### config.mk
export PLATFORM = sky130hd
export DESIGN_NAME = mcard_spi_cmd
export DESIGN_NICKNAME = d
export VERILOG_FILES = /design/src/rtl/mcard_pkg.sv /design/src/rtl/mcard_tick_gen.sv /design/src/rtl/mcard_byte_shift.sv /design/src/rtl/mcard_spi_cmd.sv
export SDC_FILE = /design/constraint.sdc
export NUM_CORES = 1
export LEC_CHECK = 0
export BUFFER_PORTS_ARGS = -buffer_cell sky130_fd_sc_hd__buf_2
export CORE_MARGIN = 3
export CORE_UTILIZATION = 62
export DETAILED_ROUTE_END_ITERATION = 16
export MAX_ROUTING_LAYER = met4
export PLACE_DENSITY = 0.85
export SYNTH_ARGS = -nofsm -noshare
export SYNTH_HDL_FRONTEND = slang
export SYNTH_HIERARCHICAL = 1
export SYNTH_SLANG_ARGS = --single-unit
### constraint.sdc
create_clock -name clk_i -period 5.56 [get_ports clk_i]
set_clock_uncertainty 0.15 [all_clocks]
set_input_delay 0.556 -clock clk_i [delete_from_list [all_inputs] [get_ports clk_i]]
set_output_delay 0.556 -clock clk_i [all_outputs]
set_load 0.005 [all_outputs]
### src/rtl/mcard_pkg.sv
package mcard_pkg;
  localparam int CMD_BYTES = 6;

  typedef enum logic [2:0] {
    ST_IDLE,
    ST_CMD,
    ST_WAIT,
    ST_RESP2,
    ST_BUSY,
    ST_TRAIL
  } mcard_state_e;
endpackage

### src/rtl/mcard_tick_gen.sv
module mcard_tick_gen #(
  parameter int DIV = 2
) (
  input  logic clk_i,
  input  logic rst_ni,
  input  logic en_i,
  output logic tick_o
);
  localparam int CW = (DIV > 1) ? $clog2(DIV) : 1;

  logic [CW-1:0] cnt_q;

  assign tick_o = en_i && (cnt_q == CW'(DIV - 1));

  always_ff @(posedge clk_i or negedge rst_ni) begin
    if (!rst_ni)              cnt_q <= '0;
    else if (!en_i || tick_o) cnt_q <= '0;
    else                      cnt_q <= cnt_q + 1'b1;
  end
endmodule

### src/rtl/mcard_byte_shift.sv
module mcard_byte_shift (
  input  logic       clk_i,
  input  logic       rst_ni,
  input  logic       go_i,
  input  logic [7:0] tx_i,
  input  logic       tick_i,
  input  logic       miso_i,
  output logic       active_o,
  output logic       sclk_o,
  output logic       mosi_o,
  output logic [7:0] rx_o,
  output logic       done_o
);
  logic       active_q, sclk_q, done_q;
  logic [2:0] bit_q;
  logic [7:0] tx_q, rx_q;

  always_ff @(posedge clk_i or negedge rst_ni) begin
    if (!rst_ni) begin
      active_q <= 1'b0;
      sclk_q   <= 1'b0;
      done_q   <= 1'b0;
      bit_q    <= '0;
      tx_q     <= 8'hFF;
      rx_q     <= 8'hFF;
    end else begin
      done_q <= 1'b0;
      if (!active_q) begin
        if (go_i) begin
          active_q <= 1'b1;
          tx_q     <= tx_i;
          bit_q    <= '0;
          sclk_q   <= 1'b0;
        end
      end else if (tick_i) begin
        if (!sclk_q) begin
          // rising edge: sample card output
          sclk_q <= 1'b1;
          rx_q   <= {rx_q[6:0], miso_i};
        end else begin
          // falling edge: advance to next bit
          sclk_q <= 1'b0;
          if (bit_q == 3'd7) begin
            active_q <= 1'b0;
            done_q   <= 1'b1;
          end else begin
            bit_q <= bit_q + 3'd1;
            tx_q  <= {tx_q[6:0], 1'b1};
          end
        end
      end
    end
  end

  assign active_o = active_q;
  assign sclk_o   = sclk_q;
  assign mosi_o   = active_q ? tx_q[7] : 1'b1;
  assign rx_o     = rx_q;
  assign done_o   = done_q;
endmodule

### src/rtl/mcard_spi_cmd.sv
module mcard_spi_cmd
  import mcard_pkg::*;
#(
  parameter int CLK_DIV   = 2,
  parameter int RESP_POLL = 8,
  parameter int BMAX_W    = 16
) (
  input  logic              clk_i,
  input  logic              rst_ni,
  input  logic              start_i,
  input  logic [47:0]       cmd_i,
  input  logic              resp2_i,
  input  logic              busy_i,
  input  logic [BMAX_W-1:0] busy_max_i,
  output logic              done_o,
  output logic [15:0]       resp_o,
  output logic              timeout_o,
  output logic              busy_to_o,
  output logic              sclk_o,
  output logic              cs_no,
  output logic              mosi_o,
  input  logic              miso_i
);
  localparam int PW    = $clog2(RESP_POLL + 1);
  localparam int CNT_W = (BMAX_W > PW) ? BMAX_W : PW;

  mcard_state_e      state_q;
  logic [CNT_W-1:0]  cnt_q;
  logic [CNT_W:0]    cnt_inc;
  logic [47:0]       cmd_q, cmd_sh;
  logic              resp2_q, busy_q;
  logic [BMAX_W-1:0] bmax_q;
  logic              go_q, cs_nq, done_q, tmo_q, bto_q;
  logic [15:0]       resp_q;
  logic [7:0]        tx_byte, rx_byte;
  logic              sh_active, sh_done, tick;

  assign cnt_inc = {1'b0, cnt_q} + 1'b1;
  assign cmd_sh  = cmd_q << {cnt_q[2:0], 3'b000};
  assign tx_byte = (state_q == ST_CMD) ? cmd_sh[47:40] : 8'hFF;

  mcard_tick_gen #(.DIV(CLK_DIV)) i_tick (
    .clk_i  (clk_i),
    .rst_ni (rst_ni),
    .en_i   (sh_active),
    .tick_o (tick)
  );

  mcard_byte_shift i_shift (
    .clk_i    (clk_i),
    .rst_ni   (rst_ni),
    .go_i     (go_q),
    .tx_i     (tx_byte),
    .tick_i   (tick),
    .miso_i   (miso_i),
    .active_o (sh_active),
    .sclk_o   (sclk_o),
    .mosi_o   (mosi_o),
    .rx_o     (rx_byte),
    .done_o   (sh_done)
  );

  always_ff @(posedge clk_i or negedge rst_ni) begin
    if (!rst_ni) begin
      state_q <= ST_IDLE;
      cnt_q   <= '0;
      cmd_q   <= '0;
      resp2_q <= 1'b0;
      busy_q  <= 1'b0;
      bmax_q  <= '0;
      go_q    <= 1'b0;
      cs_nq   <= 1'b1;
      done_q  <= 1'b0;
      tmo_q   <= 1'b0;
      bto_q   <= 1'b0;
      resp_q  <= '0;
    end else begin
      go_q   <= 1'b0;
      done_q <= 1'b0;
      unique case (state_q)
        ST_IDLE: if (start_i) begin
          cmd_q   <= cmd_i;
          resp2_q <= resp2_i;
          busy_q  <= busy_i;
          bmax_q  <= busy_max_i;
          cs_nq   <= 1'b0;
          go_q    <= 1'b1;
          cnt_q   <= '0;
          tmo_q   <= 1'b0;
          bto_q   <= 1'b0;
          resp_q  <= '0;
          state_q <= ST_CMD;
        end
        ST_CMD: if (sh_done) begin
          go_q <= 1'b1;
          if (cnt_q == CNT_W'(CMD_BYTES - 1)) begin
            cnt_q   <= '0;
            state_q <= ST_WAIT;
          end else begin
            cnt_q <= cnt_inc[CNT_W-1:0];
          end
        end
        ST_WAIT: if (sh_done) begin
          go_q <= 1'b1;
          if (!rx_byte[7]) begin
            resp_q[7:0] <= rx_byte;
            cnt_q       <= '0;
            state_q     <= resp2_q ? ST_RESP2 : (busy_q ? ST_BUSY : ST_TRAIL);
          end else if (cnt_q == CNT_W'(RESP_POLL - 1)) begin
            tmo_q   <= 1'b1;
            state_q <= ST_TRAIL;
          end else begin
            cnt_q <= cnt_inc[CNT_W-1:0];
          end
        end
        ST_RESP2: if (sh_done) begin
          go_q         <= 1'b1;
          resp_q[15:8] <= rx_byte;
          cnt_q        <= '0;
          state_q      <= busy_q ? ST_BUSY : ST_TRAIL;
        end
        ST_BUSY: if (sh_done) begin
          go_q <= 1'b1;
          if (rx_byte != 8'h00) begin
            state_q <= ST_TRAIL;
          end else if (cnt_inc >= {{(CNT_W+1-BMAX_W){1'b0}}, bmax_q}) begin
            bto_q   <= 1'b1;
            state_q <= ST_TRAIL;
          end else begin
            cnt_q <= cnt_inc[CNT_W-1:0];
          end
        end
        ST_TRAIL: if (sh_done) begin
          cs_nq   <= 1'b1;
          done_q  <= 1'b1;
          state_q <= ST_IDLE;
        end
        default: state_q <= ST_IDLE;
      endcase
    end
  end

  assign cs_no     = cs_nq;
  assign done_o    = done_q;
  assign resp_o    = resp_q;
  assign timeout_o = tmo_q;
  assign busy_to_o = bto_q;
endmodule

==> results of run 1 <==
==> placed cells by master, fill, tap and decap left out, types with 4 or more instances in the layout <==
master,instances
dfrtp_1,111
buf_2,89
mux2_2,73
nand2_1,60
o21ai_0,30
nor2_1,28
inv_1,24
ha_1,20
dfstp_2,17
clkbuf_16,16
mux2i_1,11
a21oi_1,10
mux4_2,8
o311ai_0,8
nand3_1,8
mux2_4,8
a22o_1,8
nand2b_1,7
nand4_1,7
xor2_1,7
a21boi_0,7
xnor2_1,6
nor3b_1,6
a211oi_1,6
o22ai_1,5
clkbuf_8,5
buf_4,5
a31oi_1,4
==> worst max-delay path, cell delays in order (launching register included) <==
cell,delay [ns]
dfrtp_1,0.83
ha_1,0.41
nand3_1,0.22
or2_1,0.39
or3_1,0.39
nand2_1,0.08
ha_1,0.26
a21o_1,0.19
a21o_2,0.23
a211oi_4,0.24
o211ai_4,0.19
a21oi_4,0.46
mux2_4,0.36
==> metal layers <==
metal / vias to the layer above / global-route usage [%] / part of all wire, %
met5: - / - / 0
met4: 0 / 10.7 / 2.1
met3: 37 / 5.34 / 5.3
met1: 2344 / 33.9 / 41
met2: 176 / 46.0 / 52
li1: 2202 / - / -
==> registers in the layout, summed over array words and instances, names as in the netlist <==
register,count
resp2_q,1
cs_no,1
i_shift/rx_o,8
i_shift/done_o,1
i_shift/active_o,1
i_shift/sclk_o,1
done_o,1
timeout_o,1
i_shift/tx_q,8
busy_q,1
bmax_q,16
i_shift/bit_q,3
resp_o,15
cmd_q,48
cnt_q,16
i_tick/cnt_q,1
busy_to_o,1
go_q,1
state_q,3
==> cell usage after synthesis, types with 6 or more instances <==
cell type	count	area, sq um
mux4_2	8	180
a21boi_0	7	52.6
a21oi_1	10	50.1
nand3_1	8	40.0
nor3b_1	6	45.0
dfrtp_1	111	2780
mux2_4	8	120
mux2i_1	11	110
nand4_1	7	43.8
ha_1	20	250
nand2_1	60	225
xnor2_1	6	52.6
dfstp_2	17	447
mux2_2	73	822
nand2b_1	7	43.8
a211oi_1	6	45.0
nor2_1	28	105
o311ai_0	8	70.1
o21ai_0	30	150
a22o_1	8	70.1
inv_1	24	90.1
buf_2	11	55.1
xor2_1	7	61.3
==> cells by family (layout without fill, tap and decap cells) <==
logic type / count (synthesis) / count (layout) / synth area share (%)
buf+inv: 52 / 150 / 3.87
fa+ha+maj: 20 / 20 / 3.77
simple gates: 145 / 145 / 11.4
other cells: 1 / 1 / 0.0565
compound gates: 103 / 103 / 11.5
xor+xnor: 13 / 13 / 1.72
flops: 128 / 128 / 48.6
mux: 102 / 102 / 19.1
==> per-stage QoR <==
step	utilization (%)	cells	hold WS, ns
4_1_cts	74.5	798	0.0726
3_3_place_gp	68.7	766	0.300
6_report	74.5	798	0.0478
2_1_floorplan	-	564	0.110
3_5_place_dp	68.7	766	0.299
5_1_grt	74.5	798	0.0858
==> cell type report <==
type | instances | share of cell area, %
Clock inverter | 9 | 1.67
Clock buffer | 23 | 6.17
Multi-Input combinational cell | 384 | 40.8
Sequential cell | 128 | 41.7
Inverter | 24 | 1.17
Tap cell | 136 | 2.20
Timing Repair Buffer | 94 | 6.25
==> worst max-delay path by stage <==
| stage | startpoint | to | slack (ns) |
|---|---|---|---|
| after floorplan | cnt_q[0]$_DFFE_PN0P_ | cnt_q[3]$_DFFE_PN0P_ | 1.99 |
| after global placement | cnt_q[1]$_DFFE_PN0P_ | cnt_q[1]$_DFFE_PN0P_ | 1.28 |
| after detailed placement | cnt_q[1]$_DFFE_PN0P_ | cnt_q[7]$_DFFE_PN0P_ | 1.17 |
| after CTS | cnt_q[1]$_DFFE_PN0P_ | cnt_q[7]$_DFFE_PN0P_ | 1.08 |
| after global routing | cnt_q[1]$_DFFE_PN0P_ | cnt_q[7]$_DFFE_PN0P_ | 0.75 |
| final | cnt_q[1]$_DFFE_PN0P_ | cnt_q[7]$_DFFE_PN0P_ | 1.02 |
==> power by group through the flow <==
stage / combinational (mW) / sequential [mW] / clock, mW
3_3_place_gp: 1.44 / 1.64 / 0
2_1_floorplan: 1.28 / 1.53 / 0
5_1_grt: 1.70 / 1.73 / 1.19
6_report: 1.55 / 1.67 / 1.13
3_5_place_dp: 1.50 / 1.67 / 0
4_1_cts: 1.56 / 1.67 / 1.14
==> results.toml, run 1 <==
[timing]
fmax_ghz = 0.220
hold_viol_final = 0
worst_slack_ns = 1.02
finalSetupViolations = 0
rsz0062_at_grt = "false"
min_period_ns = 4.54
tightest_slew_ns = 1.10
timing.final.crit_share_pct = 81.6
maxSlewViolCount = 0
setup-tns-final_ns = 0
slew_headroom_pct = 27.0

[cells_and_area]
fill_cells = 688
multi_input_area_sq_mm = 0.00316
nets = 739
area_growth_pct = 16.5
regArea_sq_mm = 0.00322
n_antenna_cell = 0
final_area_sq_mm = 0.00773
layout-drive-gt1-share_pct = 39.3

[power]
ir_worst_vdd_mv = 0.289
internal-power_mw = 2.86
p_seq_share_pct = 38.5
p_sw_share_pct = 34.4
pwr-share-comb_pct = 35.6
p_leak_nw = 3.43
clkPwrFrac_pct = 26.0
power.total_mw = 4.35
power_density_mw_per_mm2 = 563
p_switching_mw = 1.50

[hold_path]
hold_class = "in -> async"

[clock_network]
cts_sinks = 128
numCtsBuffers = 17
clk_latency_ns = 0.52
clk_pin_slew_ns = 0.06
post_cts_resize_count = 0
htreeDepth = 4
cts_root_buffer = "clkbuf_8"
cts_hold_buf = 0
clock_tree.buffer_depth = 2
cts_tree = "yes"
post_cts_buffers = 0

[global_routing]
grt_usage_pct = 27.8
grt_pass1_wl_um = 24700
grt_pass1_vias = 4998
grt_overflow = 0
grt_antenna_before_repair = 0
grt_max_degree = 87

[die]
die_w_um = 109
start_util_pct = 63.9
die_h_um = 109
die_area_sq_mm = 0.0120
io_pins = 92
rows = 37
coreArea_sq_mm = 0.0104

[critical_path]
r2r_slack_ns = 1.02
path_class = "reg -> reg"
required_ns = 5.81
crit_path_max_fanout = 21
r2r-start = "cnt_q[1]$_DFFE_PN0P_"
arrival_ns = 4.78
cp-start-kind = "register"
rr_worst_depth = 12
r2r_end = "cnt_q[7]$_DFFE_PN0P_"
worst_setup_path_end_kind = "register"

[synth]
ys.flop_type = "dfrtp_1"
syn_area_sq_mm = 0.00663
synth_edf_count = 0
synthesis.nets = 654
postSynthAreaPerCell_sq_um = 11.8
synth-seq-area-share_pct = 48.6
ys_ff_latch = 128
syn_inst = 564
ys_types = 71
postSynth.asyncResetShare_pct = 100
yosysWarnings = 6

[detailed_routing]
totalWireLength_um = 15000
detail-route-antenna-nets = 0
vias = 4759
first_iter_violations = 248
drt-pass1-iter-count = 5
routedWlPerCell_um = 18.7
viasPerCell = 5.96
drcViolationCount = 0

[placed_design]
place_area_sq_mm = 0.00712
dpl_worst_slack_ns = 1.17
hpwl_um = 9720
io_buffers = 90
gpl.final_weighted_congestion = 0.846

[job]
drv_cap = 0

[status]
status = "finished, final reports clean"
Note: power is estimated with default switching activity, not from simulation.
==> inputs of run 2 (changes only) <==
--- a/config.mk
+++ b/config.mk
@@ -7,10 +7,10 @@
 export LEC_CHECK = 0
 export BUFFER_PORTS_ARGS = -buffer_cell sky130_fd_sc_hd__buf_2
 export CORE_MARGIN = 3
-export CORE_UTILIZATION = 62
+export CORE_UTILIZATION = 58
 export DETAILED_ROUTE_END_ITERATION = 16
 export MAX_ROUTING_LAYER = met4
-export PLACE_DENSITY = 0.85
+export PLACE_DENSITY = 0.8
 export SYNTH_ARGS = -nofsm -noshare
 export SYNTH_HDL_FRONTEND = slang
 export SYNTH_HIERARCHICAL = 1
==> constraint.sdc (replaced) <==
create_clock -name clk_i -period 4.8 [get_ports clk_i]
set_clock_uncertainty 0.15 [all_clocks]
set_input_delay 0.48 -clock clk_i [delete_from_list [all_inputs] [get_ports clk_i]]
set_output_delay 0.48 -clock clk_i [all_outputs]
set_load 0.005 [all_outputs]
==> run 2 against run 1 <==
The run now ends with negative hold slack left. Fmax is 16% higher. Routed wire length decreased by 7.9%. Highest routed layer unchanged. Setup slack worse by 0.13 ns. Worst hold slack lost 0.063 ns.
==> results.toml, run 2 (synthesis results as in run 1) <==
[power]
p_leak_nw = 3.41
pwr-share-comb_pct = 36.4
p_seq_share_pct = 39.1
power_density_mw_per_mm2 = 633
p_sw_share_pct = 34.0
clkPwrFrac_pct = 24.5
internal-power_mw = 3.21
p_switching_mw = 1.66
power.total_mw = 4.87
ir_worst_vdd_mv = 0.333

[timing]
tightest_slew_ns = 0.780
slew_headroom_pct = 48.0
timing.final.crit_share_pct = 81.4
setup-tns-final_ns = 0
rsz0062_at_grt = "false"
hold_viol_final = 12
whs_ns = -0.0155
finalSetupViolations = 0
min_period_ns = 3.91
maxSlewViolCount = 0
fmax_ghz = 0.256

[die]
coreArea_sq_mm = 0.0110
start_util_pct = 60.4
rows = 38
die_w_um = 113
die_area_sq_mm = 0.0128
die_h_um = 113
io_pins = 92

[placed_design]
gpl.final_weighted_congestion = 0.914
hpwl_um = 9810
io_buffers = 90

[cells_and_area]
layout-drive-gt1-share_pct = 38.8
top_register = "cmd_q"
largest_reg_flops = 48
n_antenna_cell = 0
largestRegisters = "cmd_q (48), bmax_q (16), cnt_q (16)"
final_cell_mix = "dfrtp_1 (111), buf_2 (89), mux2_2 (73)"
nets = 742
final_common_cell = "dfrtp_1"
multi_input_area_sq_mm = 0.00316
fill_cells = 780
regArea_sq_mm = 0.00322
area_growth_pct = 16.1

[detailed_routing]
vias = 4625
drt-pass1-iter-count = 4
viasPerCell = 5.75
totalWireLength_um = 13800
detail-route-antenna-nets = 0
drcViolationCount = 0
first_iter_violations = 230
routedWlPerCell_um = 17.1

[global_routing]
grt_pass1_vias = 4804
grt_usage_pct = 23.5
grt_overflow = 0
grt_antenna_before_repair = 0
grt_pass1_wl_um = 23400
grt_max_degree = 60

[critical_path]
arrival_ns = 4.05
cp-start-kind = "register"
r2r_slack_ns = 0.89
worst_setup_path_end_kind = "register"
required_ns = 4.94
crit_path_max_fanout = 21
path_class = "reg -> reg"

[clock_network]
cts_hold_buf = 0
cts_root_buffer = "clkbuf_16"
clock_tree.buffer_depth = 2
post_cts_resize_count = 0
htreeDepth = 4
cts_tree = "yes"
clk_latency_ns = 0.41
clk_pin_slew_ns = 0.06
numCtsBuffers = 17
cts_sinks = 128
post_cts_buffers = 0

[hold_path]
hold_class = "in -> async"

[status]
violations = "negative hold slack"
status = "finished with violations"

[job]
drv_cap = 0
## run 2: cell types whose count changed in the layout (fill, tap and decap cells not counted), sizes merged
cell    change
clkinv      -1
clkbuf      +4
buf         +3
bufinv      -2
inv         -1
## run 2: metal layers
metal / global-route usage [%] / routed length, um / vias up
met3: 5.03 / 561 / 22
met1: 30.3 / 6030 / 2295
met2: 38.0 / 6940 / 105
met5: - / 0 / -
li1: - / - / 2203
met4: 6.89 / 232 / 0
## run 2: final timing paths
| check | start | depth (start not counted) | to |
|---|---|---|---|
| max | cnt_q[0]$_DFFE_PN0P_ | 11 | cnt_q[7]$_DFFE_PN0P_ |
| min | rst_ni | 1 | bmax_q[15]$_DFFE_PN0P_ |
| max reg2reg | cnt_q[0]$_DFFE_PN0P_ | 11 | cnt_q[7]$_DFFE_PN0P_ |
| min reg2reg | i_shift/tx_q[0]$_DFFE_PN1P_ | 2 | i_shift/tx_q[0]$_DFFE_PN1P_ |
| max in group asynchronous | rst_ni | 2 | i_shift/rx_o[0]$_DFFE_PN1P_ |
| min in group clk_i | busy_max_i[7] | 3 | bmax_q[7]$_DFFE_PN0P_ |
## run 2: area by class of cell
| type | instances | area share, % |
|---|---|---|
| Inverter | 24 | 1.17 |
| Multi-Input combinational cell | 384 | 41.0 |
| Sequential cell | 128 | 41.9 |
| Clock inverter | 5 | 0.715 |
| Clock buffer | 27 | 6.40 |
| Timing Repair Buffer | 97 | 6.57 |
| Tap cell | 140 | 2.28 |
## run 2: power groups by stage
stage	registers, mW	logic, mW	clock network [mW]
2_1_floorplan	1.77	1.49	0
3_3_place_gp	1.88	1.69	0
3_5_place_dp	1.91	1.77	0
4_1_cts	1.90	1.79	1.21
5_1_grt	1.96	1.97	1.26
6_report	1.91	1.77	1.19
## run 2: critical path, cell delays in order, from the launching register on
cell and delay [ns]:
dfrtp_1 0.34, buf_4 0.34, nand4_1 0.27, nor3_1 0.45
and3_1 0.28, xnor2_1 0.08, ha_1 0.30, nand3_2 0.09
or4_4 0.57, o211ai_4 0.36, a21oi_4 0.21, mux2_4 0.35
## run 2: metrics by stage
| stage | cell area, sq um | utilization [%] | cells | setup WS [ns] |
|---|---|---|---|---|
| global route | 7700 | 70.1 | 805 | 0.676 |
| detailed placement | 7150 | 65.1 | 773 | 0.946 |
| global placement | 7150 | 65.1 | 773 | 1.01 |
| CTS | 7700 | 70.1 | 805 | 0.926 |
| finish | 7700 | 70.1 | 805 | 0.891 |
| floorplan | 6630 | - | 564 | 1.23 |
